File: config.mk
export PLATFORM = sky130hd
export DESIGN_NAME = pt_walker
export DESIGN_NICKNAME = d
export VERILOG_FILES = /design/src/rtl/pw_pkg.sv /design/src/rtl/pw_addr_gen.sv /design/src/rtl/pw_perm.sv /design/src/rtl/pt_walker.sv
export SDC_FILE = /design/constraint.sdc
export NUM_CORES = 1
export LEC_CHECK = 0
export ABC_CLOCK_PERIOD_IN_PS = 5050
export BUFFER_PORTS_ARGS = -buffer_cell sky130_fd_sc_hd__buf_2
export CAP_MARGIN = 5
export CORE_UTILIZATION = 30
export DETAILED_ROUTE_END_ITERATION = 7
export SLEW_MARGIN = 30
export SYNTH_ARGS = -nofsm -noshare
export SYNTH_HDL_FRONTEND = slang
export SYNTH_SLANG_ARGS = --single-unit
File: constraint.sdc
create_clock -name clk -period 5.05 [get_ports clk]
set_input_delay 0.2525 -clock clk [delete_from_list [all_inputs] [get_ports clk]]
set_output_delay 0.2525 -clock clk [all_outputs]
set_load 0.005 [all_outputs]
File: src/rtl/pw_pkg.sv
package pw_pkg;
    typedef enum logic [1:0] {
        ST_IDLE = 2'd0,
        ST_DIR  = 2'd1,
        ST_TBL  = 2'd2,
        ST_RESP = 2'd3
    } walk_st_e;

    typedef enum logic {
        CAUSE_NOTPRESENT = 1'b0,
        CAUSE_PROTECT    = 1'b1
    } fault_cause_e;

    localparam int unsigned BIT_PRESENT = 0;
    localparam int unsigned BIT_WRITE   = 1;
    localparam int unsigned BIT_USER    = 2;
endpackage

File: src/rtl/pw_addr_gen.sv
module pw_addr_gen #(
    parameter int unsigned ADDR_W = 32,
    parameter int unsigned OFF_W  = 12,
    parameter int unsigned IDX_W  = 10,
    parameter int unsigned ENT_SH = 2
) (
    input  logic [ADDR_W-1:0] base,
    input  logic [ADDR_W-1:0] vaddr,
    input  logic [ADDR_W-1:0] dir_entry,
    input  logic [ADDR_W-1:0] leaf_entry,
    output logic [ADDR_W-1:0] dir_addr,
    output logic [ADDR_W-1:0] tbl_addr,
    output logic [ADDR_W-1:0] paddr
);
    localparam int unsigned DIR_LO = OFF_W + IDX_W;
    localparam int unsigned TBL_LO = OFF_W;

    logic [IDX_W-1:0] dir_idx;
    logic [IDX_W-1:0] tbl_idx;

    always_comb begin
        dir_idx  = vaddr[DIR_LO +: IDX_W];
        tbl_idx  = vaddr[TBL_LO +: IDX_W];
        dir_addr = {base[ADDR_W-1:OFF_W], {OFF_W{1'b0}}}
                 + ADDR_W'({dir_idx, {ENT_SH{1'b0}}});
        tbl_addr = {dir_entry[ADDR_W-1:OFF_W], {OFF_W{1'b0}}}
                 + ADDR_W'({tbl_idx, {ENT_SH{1'b0}}});
        paddr    = {leaf_entry[ADDR_W-1:OFF_W], vaddr[OFF_W-1:0]};
    end
endmodule

File: src/rtl/pw_perm.sv
module pw_perm
    import pw_pkg::*;
#(
    parameter int unsigned ENT_W = 32
) (
    input  logic [ENT_W-1:0] entry,
    input  logic             is_write,
    input  logic             is_user,
    input  logic             acc_w_in,
    input  logic             acc_u_in,
    output logic             acc_w_out,
    output logic             acc_u_out,
    output logic             fault,
    output fault_cause_e     cause
);
    logic present;
    logic prot;

    always_comb begin
        present   = entry[BIT_PRESENT];
        acc_w_out = acc_w_in & entry[BIT_WRITE];
        acc_u_out = acc_u_in & entry[BIT_USER];
        prot      = is_user && (!acc_u_out || (is_write && !acc_w_out));
        fault     = !present || prot;
        cause     = !present ? CAUSE_NOTPRESENT : CAUSE_PROTECT;
    end
endmodule

File: src/rtl/pt_walker.sv
module pt_walker
    import pw_pkg::*;
#(
    parameter int unsigned ADDR_W = 32,
    parameter int unsigned OFF_W  = 12,
    parameter int unsigned IDX_W  = 10
) (
    input  logic              clk,
    input  logic              rst,
    input  logic [ADDR_W-1:0] base_i,
    input  logic              req_valid_i,
    output logic              req_ready_o,
    input  logic [ADDR_W-1:0] req_vaddr_i,
    input  logic              req_write_i,
    input  logic              req_user_i,
    output logic              mem_valid_o,
    input  logic              mem_ready_i,
    output logic [ADDR_W-1:0] mem_addr_o,
    input  logic [ADDR_W-1:0] mem_rdata_i,
    output logic              rsp_valid_o,
    output logic              rsp_fault_o,
    output logic              rsp_cause_o,
    output logic [ADDR_W-1:0] rsp_paddr_o,
    output logic [ADDR_W-1:0] rsp_pte_o,
    output logic [ADDR_W-1:0] rsp_vaddr_o,
    output logic              rsp_write_o,
    output logic              rsp_user_o
);
    localparam int unsigned ENT_SH = $clog2(ADDR_W / 8);

    typedef struct packed {
        walk_st_e          st;
        logic [ADDR_W-1:0] base;
        logic [ADDR_W-1:0] vaddr;
        logic              wr;
        logic              usr;
        logic              acc_w;
        logic              acc_u;
        logic [ADDR_W-1:0] pde;
        logic [ADDR_W-1:0] pte;
        logic              fault;
        fault_cause_e      cause;
    } walk_regs_t;

    walk_regs_t q, d;

    logic [ADDR_W-1:0] dir_addr, tbl_addr, paddr;
    logic              chk_acc_w, chk_acc_u, chk_fault;
    logic              lvl_w_in, lvl_u_in;
    fault_cause_e      chk_cause;

    pw_addr_gen #(
        .ADDR_W(ADDR_W), .OFF_W(OFF_W), .IDX_W(IDX_W), .ENT_SH(ENT_SH)
    ) u_addr (
        .base      (q.base),
        .vaddr     (q.vaddr),
        .dir_entry (q.pde),
        .leaf_entry(q.pte),
        .dir_addr  (dir_addr),
        .tbl_addr  (tbl_addr),
        .paddr     (paddr)
    );

    // Directory level starts from full permission; table level inherits it.
    assign lvl_w_in = (q.st == ST_DIR) ? 1'b1 : q.acc_w;
    assign lvl_u_in = (q.st == ST_DIR) ? 1'b1 : q.acc_u;

    pw_perm #(.ENT_W(ADDR_W)) u_perm (
        .entry    (mem_rdata_i),
        .is_write (q.wr),
        .is_user  (q.usr),
        .acc_w_in (lvl_w_in),
        .acc_u_in (lvl_u_in),
        .acc_w_out(chk_acc_w),
        .acc_u_out(chk_acc_u),
        .fault    (chk_fault),
        .cause    (chk_cause)
    );

    always_comb begin
        d = q;
        unique case (q.st)
            ST_IDLE: begin
                if (req_valid_i) begin
                    d.st    = ST_DIR;
                    d.base  = base_i;
                    d.vaddr = req_vaddr_i;
                    d.wr    = req_write_i;
                    d.usr   = req_user_i;
                    d.acc_w = 1'b1;
                    d.acc_u = 1'b1;
                    d.fault = 1'b0;
                    d.cause = CAUSE_NOTPRESENT;
                end
            end
            ST_DIR: begin
                if (mem_ready_i) begin
                    d.pde   = mem_rdata_i;
                    d.acc_w = chk_acc_w;
                    d.acc_u = chk_acc_u;
                    if (chk_fault) begin
                        d.pte   = mem_rdata_i;
                        d.fault = 1'b1;
                        d.cause = chk_cause;
                        d.st    = ST_RESP;
                    end else begin
                        d.st    = ST_TBL;
                    end
                end
            end
            ST_TBL: begin
                if (mem_ready_i) begin
                    d.pte   = mem_rdata_i;
                    d.fault = chk_fault;
                    d.cause = chk_cause;
                    d.st    = ST_RESP;
                end
            end
            ST_RESP: begin
                d.st = ST_IDLE;
            end
            default: d.st = ST_IDLE;
        endcase
    end

    always_ff @(posedge clk) begin
        if (rst) q <= '0;
        else     q <= d;
    end

    assign req_ready_o = (q.st == ST_IDLE);
    assign mem_valid_o = (q.st == ST_DIR) || (q.st == ST_TBL);
    assign mem_addr_o  = (q.st == ST_TBL) ? tbl_addr : dir_addr;
    assign rsp_valid_o = (q.st == ST_RESP);
    assign rsp_fault_o = q.fault;
    assign rsp_cause_o = q.cause;
    assign rsp_paddr_o = q.fault ? '0 : paddr;
    assign rsp_pte_o   = q.pte;
    assign rsp_vaddr_o = q.vaddr;
    assign rsp_write_o = q.wr;
    assign rsp_user_o  = q.usr;
endmodule

Word-level counts from Yosys, hierarchy flattened
Cells that the tools add are included.
{ "totals": {"rom_bits": 0, "ff_bits": 136, "mem_bits_rw": 0, "in_bits": 102, "mem_count": 0, "latchBits": 0, "out_inout_bits": 135} }
{ "classes": {"n_div": 0, "reduce_logical": 18, "n_shift": 0, "multipliers": 0, "eq_ne": 7, "mux": 17, "n_addsub": 2, "bitwise": 2, "order_cmp": 0} }
{ "ops": {"columns": ["cell", "count"], "rows": [
  ["two-way mux 70 bit", 1],
  ["two-way mux 34 bit", 2],
  ["two-way mux 68 bit", 1],
  ["adder 32 x 12 -> 32 bit", 2],
  ["two-way mux 32 bit", 2],
  ["one-hot mux 32 bit (2 select lines)", 1],
  ["inequality test 2 bit (second input constant)", 4],
  ["one-hot mux 2 bit (4 select lines)", 1],
  ["two-way mux 2 bit", 3],
  ["one-hot mux 2 bit (3 select lines)", 1],
  ["AND reduction 3 bit", 2],
  ["AND reduction 5 bit", 1],
  ["== test 2 bit (second input constant)", 2],
  ["two-way mux 1 bit", 4],
  ["one-hot mux 2 bit (2 select lines)", 1],
  ["AND reduction 2 bit", 2],
  ["AND reduction 4 bit", 1],
  ["nonzero test 2 bit", 2],
  ["zero test 1 bit", 3],
  ["logical OR 1 bit", 3],
  ["nonzero test 3 bit", 1],
  ["bitwise AND 1 bit", 2],
  ["== test 2 x 1 -> 1 bit (second input constant)", 1],
  ["logical AND 1 bit", 2],
  ["zero test 2 bit", 1]
]} }

Longest topological paths before layout
{ "logic_depth": {"ltp_word": 11, "ltp_mapped": 8, "ltp_nobuf": 6} }

By module
Synthesis repeated with hierarchy kept, for this count alone.
{ "hier_totals": {"hier_cells": 866, "hier_area_um2": 6922.9} }
{ "modules_own_cells": {"columns": ["module", "cells_each", "area_each_um2", "n_inst", "seq_area_each_um2"], "rows": [
  ["pt_walker", 763, 6153.4, 1, 2722.6],
  ["pw_addr_gen", 97, 724.4, 1, 0.0],
  ["pw_perm", 6, 45.0, 1, 0.0]
]} }

Least setup slack after synthesis
No wires, ideal clock.
{ "synth_path": {"kind": "reg2reg", "from": "register q[134] (netlist bit)", "to": "register q (netlist bit rsp_fault_o)", "setup_time_ns": 0.116, "path_stages_with_launch": 8, "arrival_time_ns": 1.545, "setup_slack_ns": 3.389, "cell_sequence": "dfxtp_1 -> inv_1 -> ha_1 -> buf_4 -> o21ba_2 -> nor3_1 -> a21oi_1 -> a41o_1"} }
{ "synth_between": {"elab_chain_len": 10, "elab_cells_between_ends": 21} }
{ "synth_rtl": {"columns": ["element", "line", "source"], "rows": [
  ["start, declared", "pt_walker.sv:45", "walk_regs_t q, d;"],
  ["start signal, assigned", "pt_walker.sv:127", "if (rst) q <= '0;"],
  ["start signal, assigned", "pt_walker.sv:128", "else q <= d;"],
  ["== test 2 x 1 -> 1 bit", "pt_walker.sv:65, pt_walker.sv:66, pt_walker.sv:82", null],
  ["two-way mux 1 bit", "pt_walker.sv:65", "assign lvl_w_in = (q.st == ST_DIR) ? 1'b1 : q.acc_w;"],
  ["bitwise AND 1 bit", "pw_perm.sv:21", "acc_w_out = acc_w_in & entry[BIT_WRITE];"],
  ["zero test 1 bit", "pw_perm.sv:23", "prot = is_user && (!acc_u_out || (is_write && !acc_w_out));"],
  ["logical AND 1 bit", "pw_perm.sv:23", null],
  ["logical OR 1 bit", "pw_perm.sv:23", null],
  ["logical AND 1 bit", "pw_perm.sv:23", null],
  ["logical OR 1 bit", "pw_perm.sv:24", "fault = !present || prot;"],
  ["inequality test 2 bit (no line) or two-way mux 34 bit (tied branches)", null, null],
  ["AND reduction 5 bit (no line) or one-hot mux 2 bit (3 select lines) (tied branches)", null, null]
]} }
Several ways; a longest one is shown, not always the timed one. The select of a mux whose other input is x is not followed.
A chain may end at the register's enable or synchronous reset.

Final worst setup path
{ "layout_path": {"from": "register q[135] (netlist bit)", "to": "register q (netlist bit rsp_fault_o)"} }
The elaborated chain is that of the path after synthesis.

==> reports/results.md <==
| Result | Reported |
| --- | --- |
| Master cell of the clock root buffer | sky130_fd_sc_hd__clkbuf_16 |
| Violation count after the first detailed-routing iteration | 178 |
| Placer Congestion | 0.748 |
| TritonCTS clock tree | yes |
| Worst Path Max Fanout | 21 |
| Wire length of the first global-routing pass | 22100 um |
| Total area of sequential cells | 2240 um^2 |
| Mapped Avg Cell Area | 7.97 um^2 |
| Met1 layer wirelength in the final routing | 6380 um |
| Flops & latches, synth | 112 |
| Upper clock frequency limit | 453 MHz |
| Maximum number of pins on one net before global-route repair | 58 |
| Fraction of registers with async set or reset after synthesis | 0 |
| Layout overhead on the synthesized area | 19.7% |
| Share of the synthesized area in the top cell type | 0.429 |
| Number of enable-type register cells in the synthesized netlist | 0 |
| Initial Utilization | 0.311 |
| Initial antenna violation count | 2 |
| Total of hold buffers inserted after clock tree synthesis | 0 |
| Vertical die dimension | 134 um |
| Layout Nets | 888 |
| Global route overflow | 0 |
| DIE WIDTH | 134 um |
| Gr usage total | 0.157 |
| Area of the die | 18000 um^2 |
| Routed length on met3 | 875 um |
| Routed wire length | 14400 um |
| Pleak | 2.90 nW |
| CTS clock-pin slew for the worst setup and hold paths | 0.07 ns |
| Final hold violation count | 0 |
| Cell count after synthesis | 656 |
| Number of fill cells | 1849 |
| Syn. warnings | 0 |
| Gates resized, CTS repair | 0 |
| Core Util, Final | 0.372 |
| Type of element capturing the critical path | flop |
| Setup TNS | 0 ns |
| Setup violators final | 0 |
| Sequential element share of the synthesized area | 0.429 |
| H-tree lvl count | 3 |
| Slew at the pin closest to its max-slew limit | 0.985 ns |
| Arrival time worst endpoint | 2.45 ns |
| Total area of multi-input combinational cells | 2300 um^2 |
| Power share of the sequential group | 0.380 |
| Shortest period the worst path allows | 2.21 ns |
| Insertion delay of the later-clocked pin in the worst-skew pair | 0.35 ns |
| Required time of the critical path | 5.29 ns |
| Clock buffer depth | 2 |
| CTS buffer count | 9 |
| RSZ-0062 raised after global routing | no |
| Final HPWL from detailed placement | 9700 um |
| Cell Area, Synth | 5230 um^2 |
| Final total power | 3.11 mW |
| Rel. slew slack | 0.343 |
| Proportion of layout cells with a drive suffix above 1 | 0.356 |
| Number of buffer cells added on primary ports | 222 |
| Post-synth cell types | 36 |
| Ratio of routed vias to standard cells | 4.52 |
| Worst-case vdd ir drop | 246 uV |
| WL per Instance | 14.2 um |
| Switching power total | 1.17 mW |
| Met2 wirelength from detailed routing | 6860 um |
| Top cells by area, synth | sky130_fd_sc_hd__dfxtp_1 (43%), sky130_fd_sc_hd__nand2_1 (13%), sky130_fd_sc_hd__a21oi_1 (11%) |
| Most frequently used flop master after synthesis | sky130_fd_sc_hd__dfxtp_1 |
| I/O Pins | 237 |
| Clock group share of total power | 0.228 |
| Number of max-slew violations in the final report | 0 |
| Vias in the first global route | 4096 |
| DR vias | 4557 |
| Post CTS Setup Buffer Count | 0 |
| Maximum Capacitance Violations | 0 |
| Logic gate share of total power | 0.392 |
| Share of the clock period used by the worst path | 0.437 |
| Sort of element at the start of the critical path | flop |
| Total number of clock tree sinks | 112 |
| WS Path Type | reg -> reg |
| Worst min-delay path class | in -> reg |
| Worst-case clock skew | 0.00777 ns |
| Internal cell power | 1.94 mW |
| Area of the core region | 16800 um^2 |
| Power density over the cells | 496 nW/um^2 |
| Topmost layer with routed signal wires | met5 |
| DRC errors left | 0 |
| Cell taking the most area after synthesis | sky130_fd_sc_hd__dfxtp_1 |
| Count of nets left with antenna violations after detail routing | 0 |
| Run status | finished clean |
| Row cnt | 47 |
| Total iterations of the first detailed-routing run | 4 |
| Fraction of power spent switching nets | 0.375 |
[cell usage after synthesis, types with 4 or more instances]
master	n
sky130_fd_sc_hd__nand2_1	183
sky130_fd_sc_hd__dfxtp_1	112
sky130_fd_sc_hd__a21oi_1	111
sky130_fd_sc_hd__buf_4	68
sky130_fd_sc_hd__nor2b_1	33
sky130_fd_sc_hd__nand3_1	32
sky130_fd_sc_hd__mux2_2	30
sky130_fd_sc_hd__clkbuf_1	28
sky130_fd_sc_hd__buf_2	7
sky130_fd_sc_hd__nor3_1	7
sky130_fd_sc_hd__buf_1	5
sky130_fd_sc_hd__nor2_1	5
sky130_fd_sc_hd__ha_1	4
sky130_fd_sc_hd__inv_1	4
[flip-flops by register name, indices dropped and copies added, names as in the netlist]
signal	count
rsp_pte_o	32
rsp_vaddr_o	32
rsp_fault_o	1
rsp_user_o	1
rsp_cause_o	1
rsp_write_o	1
q	44
[metal layers]
metal / track usage / up-vias
met4: 0.0537 / 2
met1: 0.194 / 2066
li1: - / 2337
met3: 0.0450 / 16
met2: 0.262 / 136
met5: 0 / -
[area by class of cell]
class | count | area share
flip-flops and latches | 112 | 0.358
well taps | 220 | 0.0440
diodes | 1 | 0.000400
repair buffers | 225 | 0.181
multi-input cells | 430 | 0.367
clock inverters | 5 | 0.00919
inverters | 4 | 0.00240
clock buffers | 11 | 0.0372
[path summary, 6_finish.rpt]
| path | from | to | slack [ns] | cells past startpoint |
|---|---|---|---|---|
| hold reg to reg | rsp_pte_o[11] | rsp_pte_o[11] | 0.45 | 2 |
| setup reg to reg | q[135] | rsp_fault_o | 2.84 | 5 |
| hold / removal | base_i[18] | q[120] | 0.13 | 3 |
| setup / recovery | q[135] | rsp_fault_o | 2.84 | 5 |
[worst max-delay path, stage by stage (launching register included)]
cell and delay (ns):
sky130_fd_sc_hd__dfxtp_1 0.40, sky130_fd_sc_hd__inv_1 0.09, sky130_fd_sc_hd__ha_1 0.34, sky130_fd_sc_hd__and2_1 0.56, sky130_fd_sc_hd__a2111o_1 0.51, sky130_fd_sc_hd__a41o_1 0.21
[per-stage QoR]
step	worst slack, ns	area, um^2	std cells	hold WS, ns
final	2.84	6260	1008	0.132
after global placement	2.60	5950	991	0.437
after CTS	2.82	6260	1007	0.109
after detailed placement	2.84	5970	991	0.444
after floorplan	3.39	5240	657	0.388
after global routing	2.74	6260	1007	0.121
[power by group through the flow]
stage / sequential (mW) / clock, mW / combinational (mW)
after floorplan: 1.16 / 0 / 0.961
after global placement: 1.20 / 0 / 1.22
after detailed placement: 1.20 / 0 / 1.23
after CTS: 1.18 / 0.743 / 1.24
after global routing: 1.21 / 0.774 / 1.36
final: 1.18 / 0.708 / 1.22
[cell families after synthesis]
kind of cell / count (synthesis) / synth area share
flip-flops: 112 / 0.429
adder cells (fa/ha/maj): 4 / 0.00957
AND/OR/NAND/NOR: 271 / 0.227
buffers and inverters: 115 / 0.137
multiplexers: 30 / 0.0646
AO/OA/AOI/OAI: 123 / 0.133
other: 1 / 0.000717
[layout by cell type (no fill, tap or decap), types with 2 or more instances in the layout]
master	count
sky130_fd_sc_hd__a21oi_1	111
sky130_fd_sc_hd__nand3_1	32
sky130_fd_sc_hd__clkinv_2	2
sky130_fd_sc_hd__inv_1	4
sky130_fd_sc_hd__nor2_1	5
sky130_fd_sc_hd__clkinv_4	2
sky130_fd_sc_hd__mux2_2	30
sky130_fd_sc_hd__nor2b_1	33
sky130_fd_sc_hd__o21ai_0	2
sky130_fd_sc_hd__conb_1	2
sky130_fd_sc_hd__buf_4	4
sky130_fd_sc_hd__dfxtp_1	112
sky130_fd_sc_hd__clkbuf_16	9
sky130_fd_sc_hd__nand2_2	2
sky130_fd_sc_hd__nor3_1	7
sky130_fd_sc_hd__ha_1	3
sky130_fd_sc_hd__buf_2	221
sky130_fd_sc_hd__nand2b_1	2
sky130_fd_sc_hd__clkbuf_1	2
sky130_fd_sc_hd__nand2_1	181
Note: power is estimated with default switching activity, not from simulation.
